--- src/rtl/fan_regbank_pkg.sv ---
package fan_regbank_pkg;
  localparam int unsigned DW = 8;
  localparam logic [7:0] MAX_BASE_ADDR = 8'h38;
  localparam logic [7:0] CFG_ADDR      = 8'h40;
  localparam logic [7:0] POLICY_ADDR   = 8'h7D;

  localparam int unsigned CFG_MON_BIT   = 0;
  localparam int unsigned CFG_LOCK_BIT  = 1;
  localparam int unsigned CFG_RDY_BIT   = 2;
  localparam int unsigned CFG_FORCE_BIT = 3;
  localparam int unsigned POL_SEL_BIT   = 3;

  localparam logic [7:0] CFG_RESET    = 8'h01;
  localparam logic [7:0] MAX_RESET    = 8'hFF;
  localparam logic [7:0] POLICY_RESET = 8'h00;
  localparam logic [7:0] FULL_DUTY    = 8'hFF;
endpackage

--- src/rtl/fan_cfg_reg.sv ---
module fan_cfg_reg
  import fan_regbank_pkg::*;
#(
  parameter int unsigned READY_DELAY = 4
) (
  input  logic          clk_i,
  input  logic          rst_ni,
  input  logic [7:0]    addr_i,
  input  logic          we_i,
  input  logic [DW-1:0] wdata_i,
  output logic [DW-1:0] rdata_o,
  output logic          lock_o,
  output logic          force_o
);
  localparam int unsigned CNT_W = $clog2(READY_DELAY + 1);
  localparam logic [CNT_W-1:0] CNT_LAST = CNT_W'(READY_DELAY - 1);

  logic             mon_q, lock_q, rdy_q, force_q;
  logic [3:0]       gen_q;
  logic [CNT_W-1:0] cnt_q;
  logic             wr_hit;

  assign wr_hit = we_i && (addr_i == CFG_ADDR);

  // unlocked bits
  always_ff @(posedge clk_i or negedge rst_ni) begin
    if (!rst_ni) begin
      mon_q   <= CFG_RESET[CFG_MON_BIT];
      force_q <= CFG_RESET[CFG_FORCE_BIT];
    end else if (wr_hit) begin
      mon_q   <= wdata_i[CFG_MON_BIT];
      force_q <= wdata_i[CFG_FORCE_BIT];
    end
  end

  // lockable bits; lock itself is set-only
  always_ff @(posedge clk_i or negedge rst_ni) begin
    if (!rst_ni) begin
      lock_q <= CFG_RESET[CFG_LOCK_BIT];
      gen_q  <= CFG_RESET[7:4];
    end else if (wr_hit && !lock_q) begin
      lock_q <= wdata_i[CFG_LOCK_BIT];
      gen_q  <= wdata_i[7:4];
    end
  end

  // power-up delay
  always_ff @(posedge clk_i or negedge rst_ni) begin
    if (!rst_ni) begin
      cnt_q <= '0;
      rdy_q <= 1'b0;
    end else if (!rdy_q) begin
      cnt_q <= cnt_q + CNT_W'(1);
      if (cnt_q == CNT_LAST) rdy_q <= 1'b1;
    end
  end

  always_comb begin
    rdata_o = '0;
    if (addr_i == CFG_ADDR) begin
      rdata_o[7:4]           = gen_q;
      rdata_o[CFG_FORCE_BIT] = force_q;
      rdata_o[CFG_RDY_BIT]   = rdy_q;
      rdata_o[CFG_LOCK_BIT]  = lock_q;
      rdata_o[CFG_MON_BIT]   = mon_q;
    end
  end

  assign lock_o  = lock_q;
  assign force_o = force_q;

  AST_LOCK_STICKY: assert property (@(posedge clk_i) disable iff (!rst_ni) lock_q |=> lock_q);
  AST_GEN_FROZEN: assert property (@(posedge clk_i) disable iff (!rst_ni) lock_q |=> $stable(gen_q));
  AST_READY_STICKY: assert property (@(posedge clk_i) disable iff (!rst_ni) rdy_q |=> rdy_q);
endmodule

--- src/rtl/fan_duty_limits.sv ---
module fan_duty_limits
  import fan_regbank_pkg::*;
#(
  parameter int unsigned NUM_CH = 3
) (
  input  logic                 clk_i,
  input  logic                 rst_ni,
  input  logic [7:0]           addr_i,
  input  logic                 we_i,
  input  logic [DW-1:0]        wdata_i,
  input  logic                 lock_i,
  output logic [NUM_CH*DW-1:0] max_o,
  output logic [DW-1:0]        policy_o,
  output logic [DW-1:0]        rdata_o
);
  logic [NUM_CH*DW-1:0] max_q;
  logic [DW-1:0]        policy_q;
  logic [NUM_CH*DW-1:0] rd_ch;

  for (genvar i = 0; i < NUM_CH; i++) begin : g_ch
    localparam logic [7:0] CH_ADDR = 8'(MAX_BASE_ADDR + 8'(i));
    always_ff @(posedge clk_i or negedge rst_ni) begin
      if (!rst_ni)                                max_q[i*DW +: DW] <= MAX_RESET;
      else if (we_i && !lock_i && addr_i == CH_ADDR) max_q[i*DW +: DW] <= wdata_i;
    end
    assign rd_ch[i*DW +: DW] = (addr_i == CH_ADDR) ? max_q[i*DW +: DW] : '0;
  end

  always_ff @(posedge clk_i or negedge rst_ni) begin
    if (!rst_ni)                                    policy_q <= POLICY_RESET;
    else if (we_i && !lock_i && addr_i == POLICY_ADDR) policy_q <= wdata_i;
  end

  always_comb begin
    rdata_o = (addr_i == POLICY_ADDR) ? policy_q : '0;
    for (int i = 0; i < NUM_CH; i++) rdata_o = rdata_o | rd_ch[i*DW +: DW];
  end

  assign max_o    = max_q;
  assign policy_o = policy_q;

  AST_MAX_FROZEN: assert property (@(posedge clk_i) disable iff (!rst_ni) lock_i |=> $stable(max_q));
  AST_POLICY_FROZEN: assert property (@(posedge clk_i) disable iff (!rst_ni) lock_i |=> $stable(policy_q));
endmodule

--- src/rtl/fan_duty_override.sv ---
module fan_duty_override
  import fan_regbank_pkg::*;
#(
  parameter int unsigned NUM_CH = 3
) (
  input  logic                 clk_i,
  input  logic                 rst_ni,
  input  logic                 force_i,
  input  logic                 overtemp_i,
  input  logic                 use_max_i,
  input  logic [NUM_CH*DW-1:0] max_i,
  input  logic [NUM_CH*DW-1:0] req_i,
  output logic [NUM_CH*DW-1:0] duty_o
);
  for (genvar i = 0; i < NUM_CH; i++) begin : g_ch
    logic [DW-1:0] nxt;
    logic [DW-1:0] duty_q;
    always_comb begin
      if (overtemp_i)   nxt = use_max_i ? max_i[i*DW +: DW] : FULL_DUTY;
      else if (force_i) nxt = max_i[i*DW +: DW];
      else              nxt = req_i[i*DW +: DW];
    end
    always_ff @(posedge clk_i or negedge rst_ni) begin
      if (!rst_ni) duty_q <= '0;
      else         duty_q <= nxt;
    end
    assign duty_o[i*DW +: DW] = duty_q;

    AST_PASS_REQ: assert property (@(posedge clk_i) disable iff (!rst_ni)
      (!force_i && !overtemp_i) |=> duty_q == $past(req_i[i*DW +: DW]));
    AST_FORCE_MAX: assert property (@(posedge clk_i) disable iff (!rst_ni)
      (force_i && !overtemp_i) |=> duty_q == $past(max_i[i*DW +: DW]));
    AST_OT_FULL: assert property (@(posedge clk_i) disable iff (!rst_ni)
      (overtemp_i && !use_max_i) |=> duty_q == FULL_DUTY);
  end
endmodule

--- src/rtl/fan_regbank_top.sv ---
module fan_regbank_top
  import fan_regbank_pkg::*;
#(
  parameter int unsigned NUM_CH      = 3,
  parameter int unsigned READY_DELAY = 4
) (
  input  logic                 clk_i,
  input  logic                 rst_ni,
  input  logic [7:0]           addr_i,
  input  logic                 we_i,
  input  logic [DW-1:0]        wdata_i,
  output logic [DW-1:0]        rdata_o,
  input  logic                 overtemp_i,
  input  logic [NUM_CH*DW-1:0] duty_req_i,
  output logic [NUM_CH*DW-1:0] duty_o
);
  logic                 lock, force_full;
  logic [DW-1:0]        rd_cfg, rd_lim, policy;
  logic [NUM_CH*DW-1:0] max_duty;

  fan_cfg_reg #(.READY_DELAY(READY_DELAY)) u_cfg (
    .clk_i, .rst_ni, .addr_i, .we_i, .wdata_i,
    .rdata_o(rd_cfg), .lock_o(lock), .force_o(force_full)
  );

  fan_duty_limits #(.NUM_CH(NUM_CH)) u_lim (
    .clk_i, .rst_ni, .addr_i, .we_i, .wdata_i,
    .lock_i(lock), .max_o(max_duty), .policy_o(policy), .rdata_o(rd_lim)
  );

  fan_duty_override #(.NUM_CH(NUM_CH)) u_ovr (
    .clk_i, .rst_ni, .force_i(force_full), .overtemp_i,
    .use_max_i(policy[POL_SEL_BIT]), .max_i(max_duty),
    .req_i(duty_req_i), .duty_o
  );

  // decodes are disjoint, unmapped addresses give zero from both
  assign rdata_o = rd_cfg | rd_lim;

  AST_DECODE_DISJOINT: assert property (@(posedge clk_i) disable iff (!rst_ni)
    (rd_cfg != '0) |-> (rd_lim == '0));
endmodule

--- config.mk ---
export PLATFORM = sky130hd
export DESIGN_NAME = fan_regbank_top
export DESIGN_NICKNAME = d
export VERILOG_FILES = /design/src/rtl/fan_regbank_pkg.sv /design/src/rtl/fan_cfg_reg.sv /design/src/rtl/fan_duty_limits.sv /design/src/rtl/fan_duty_override.sv /design/src/rtl/fan_regbank_top.sv
export SDC_FILE = /design/constraint.sdc
export NUM_CORES = 1
export LEC_CHECK = 0
export ABC_CLOCK_PERIOD_IN_PS = 2100
export BUFFER_PORTS_ARGS = -buffer_cell sky130_fd_sc_hd__buf_2
export CAP_MARGIN = 20
export CORE_MARGIN = 1.5
export CORE_UTILIZATION = 53
export CTS_CLUSTER_DIAMETER = 100
export DETAILED_ROUTE_END_ITERATION = 6
export PLACE_DENSITY = 0.79
export SYNTH_ARGS = -nofsm -noshare
export SYNTH_HDL_FRONTEND = slang
export SYNTH_SLANG_ARGS = --single-unit
--- constraint.sdc ---
create_clock -name clk_i -period 2.1 [get_ports clk_i]
set_clock_uncertainty 0.2 [all_clocks]
set_input_delay 0.105 -clock clk_i [delete_from_list [all_inputs] [get_ports clk_i]]
set_output_delay 0.105 -clock clk_i [all_outputs]
set_load 0.01 [all_outputs]
==> results.toml <==
[synthesis]
yosysSeqAreaShare = 0.532
synth_area_leaders = "dfrtp_1, dfstp_2, mux2_2, o22a_1, mux2_4"
ys_ff_latch = 67
yosys_warnings = 0
synth_largest_area_cell = "dfrtp_1"
synth_cell_types = 34
yosysMostFrequentCell = "mux2_2"
async_reset_ff_frac = 1.00
ys.flop_type = "dfrtp_1"
synth_edf_count = 0
synthCells = 230
syn_area_mm2 = 0.00321
synth_nets = 276
ys_top_cells_by_count = "mux2_2, dfrtp_1, dfstp_2"
yosysTopAreaCellShare = 0.327
syn_area_per_cell_um2 = 14.0

[die]
placementRows = 28
ios = 76
die_y_um = 80.9
die_area_mm2 = 0.00654
die_x_um = 80.9
initial_core_util = 0.546
placeableCoreArea_mm2 = 0.00589

[cells_and_area]
antenna_cells = 0
drive_gt1_frac = 0.558
finish.net_count = 392
fin_cells = 426
area_delta_synth_final_pct = 32.6
fin_util = 0.724

[detailed_routing]
drtPass1Iterations = 4
routed_via_density = 5.71
final_antenna_net_count = 0
drt_wl_total_um = 7680
num_vias = 2432
drc = 0
wl_per_cell_um = 18.0
drt_iter0_drc = 176

[power]
power_density_mw_per_mm2 = 674
peakVddDrop_v = 0.000455
p_leak_nw = 1.91

[worst_hold_path]
min_path_type = "in2reg"
min_path_cells = 4
min-delay-start = "addr_i[7]"
hold_path_end = "u_cfg.mon_q"

[timing]
relSlewSlack = 0.393
postLayoutSetupSlackWorst_ns = 0.0990
fmax_ghz = 0.500
hold_viol = 0
min_period_ns = 2.00
slew_viol_final = 0
worstMarginPinSlew_ns = 0.909
tns_ns = 0
timing.final.crit_share = 0.953
rsz0062_at_grt = "false"
setup_viol = 0

[global_route]
grt_antenna_before_repair = 0
grtUsageTotal = 0.251
grt_max_degree = 68
grt_pass1_vias = 2405
gr-total-overflow = 0
grt_pass1_wl_um = 12100

[critical_path]
crit_path_end_kind = "flop"
crit_fanout = 8
r2r-start = "u_cfg.lock_o"
r2r_end = "u_lim.max_o[12]"
reg2reg_slack_ns = 0.1
critPathRequiredTime_ns = 2.17
rr_worst_depth = 3
startpoint_type = "flop"
critPathKind = "reg2reg"
cp.arrival_ns = 2.07

[placement]
routabilityCongestion = 0.834
post-place-ws_ns = 0.0722
dp.cells = 375
port_buffers = 75
place_hpwl_um = 4890

[flow_run]
max_cap_viol_count = 0

[clocking]
insertion_delay_ns = 0.34
path_clk_slew_ns = 0.07
numCtsBuffers = 9
cts_tree = "done"
htree_levels = 3
cts_sinks = 67
cts-root-buf = "clkbuf_8"
clockBufferDepth = 2

[outcome]
status = "finished clean"
area by class of cell:
class,count,area [µm²]
timing repair buffer,120,813
clock buffer,14,173
tap,75,93.8
multi-input combinational,146,1430
inverter,2,7.51
fill,412,1620
clock inverter,2,35.0
sequential,67,1710
per-stage QoR:
step	hold slack, ns	area, µm²	total power [mW]
CTS	0.0272	4260	2.89
floorplan	-0.391	3210	1.59
detailed placement	-0.0500	3700	1.73
finish	0.0371	4260	2.87
global placement	-0.0549	3700	1.72
global route	0.0533	4260	2.98
placed cells by master (no fill, tap or decap):
| cell | netlist | final |
|---|---|---|
| a21oi_1 | 1 | 1 |
| a221o_1 | 8 | 8 |
| a22o_1 | 8 | 8 |
| a31o_2 | 1 | 1 |
| and2_1 | 1 | 1 |
| and2_2 | 1 | 1 |
| buf_12 | 0 | 1 |
| buf_2 | 1 | 75 |
| buf_4 | 0 | 9 |
| bufinv_16 | 0 | 1 |
| clkbuf_1 | 8 | 2 |
| clkbuf_8 | 0 | 12 |
| clkinv_2 | 0 | 1 |
| dfrtp_1 | 42 | 42 |
| dfstp_2 | 25 | 25 |
| dlygate4sd3_1 | 0 | 35 |
| ha_1 | 2 | 2 |
| inv_1 | 2 | 2 |
| mux2_2 | 54 | 54 |
| mux2_4 | 8 | 8 |
| mux2i_1 | 9 | 9 |
| nand2_1 | 2 | 2 |
| nand2b_1 | 1 | 1 |
| nand3_1 | 2 | 2 |
| nand4b_1 | 1 | 1 |
| nor2_1 | 3 | 3 |
| nor3_1 | 9 | 9 |
| nor4_1 | 1 | 1 |
| nor4_2 | 1 | 1 |
| nor4_4 | 1 | 1 |
| nor4b_2 | 0 | 1 |
| o22a_1 | 23 | 23 |
| or2_2 | 2 | 2 |
| or2b_2 | 1 | 1 |
| or3b_2 | 1 | 1 |
| or4_1 | 2 | 2 |
| or4_4 | 1 | 1 |
| xnor2_1 | 1 | 1 |
cells by family after synthesis:
kind of cell	count (synthesis)	synth area share
flops	67	0.532
buf+inv	17	0.0249
mux	71	0.255
xor+xnor	1	0.00273
simple gates	31	0.0646
fa+ha+maj	2	0.00779
compound gates	41	0.114
power by group:
| part | internal, mW | switching (mW) | total [mW] |
|---|---|---|---|
| clock network | 0.645 | 0.461 | 1.11 |
| logic | 0.197 | 0.160 | 0.357 |
| registers | 1.37 | 0.0395 | 1.41 |
| total | 2.21 | 0.660 | 2.87 |
metal layers:
layer / track usage / vias to the layer above / part of all wire / routed length (µm)
met1: 0.320 / 1222 / 0.42 / 3250
li1: - / 1111 / - / -
met5: 0 / - / 0 / 0
met2: 0.413 / 85 / 0.50 / 3850
met3: 0.0517 / 14 / 0.055 / 424
met4: 0.109 / 0 / 0.020 / 152
how the worst max path moves through the flow:
stage	startpoint	to	slack [ns]
after floorplan	addr_i[0]	u_lim.max_o[16]	0.12
after detailed placement	addr_i[0]	u_lim.max_o[4]	0.07
after global placement	addr_i[1]	u_lim.max_o[14]	0.09
after global routing	we_i	u_lim.max_o[12]	0.04
after CTS	addr_i[1]	rdata_o[7]	0.06
final	u_cfg.lock_o	u_lim.max_o[12]	0.1
flip-flops by register name, indices dropped and copies added (netlist names):
| name | flops |
|---|---|
| u_cfg.mon_q | 1 |
| u_cfg.lock_o | 1 |
| u_cfg.gen_q | 4 |
| u_cfg.force_o | 1 |
| u_lim.max_o | 24 |
| u_cfg.rdy_q | 1 |
| u_cfg.cnt_q | 3 |
| u_ovr.g_ch.duty_q | 24 |
| u_lim.policy_o | 8 |
worst max-delay path, cell delays in order (launching register included):
cell and delay, ns:
dfrtp_1 0.42, or2b_2 0.36, or4_1 0.61, mux2_2 0.34
what timing repair did:
item,4_1_cts,5_1_grt
setup endpoints to repair,0,9
hold endpoints to repair,130,0
setup buffers,0,0
resized for setup,0,1
hold buffers,35,0
Power figures use the tool's default switching activity.
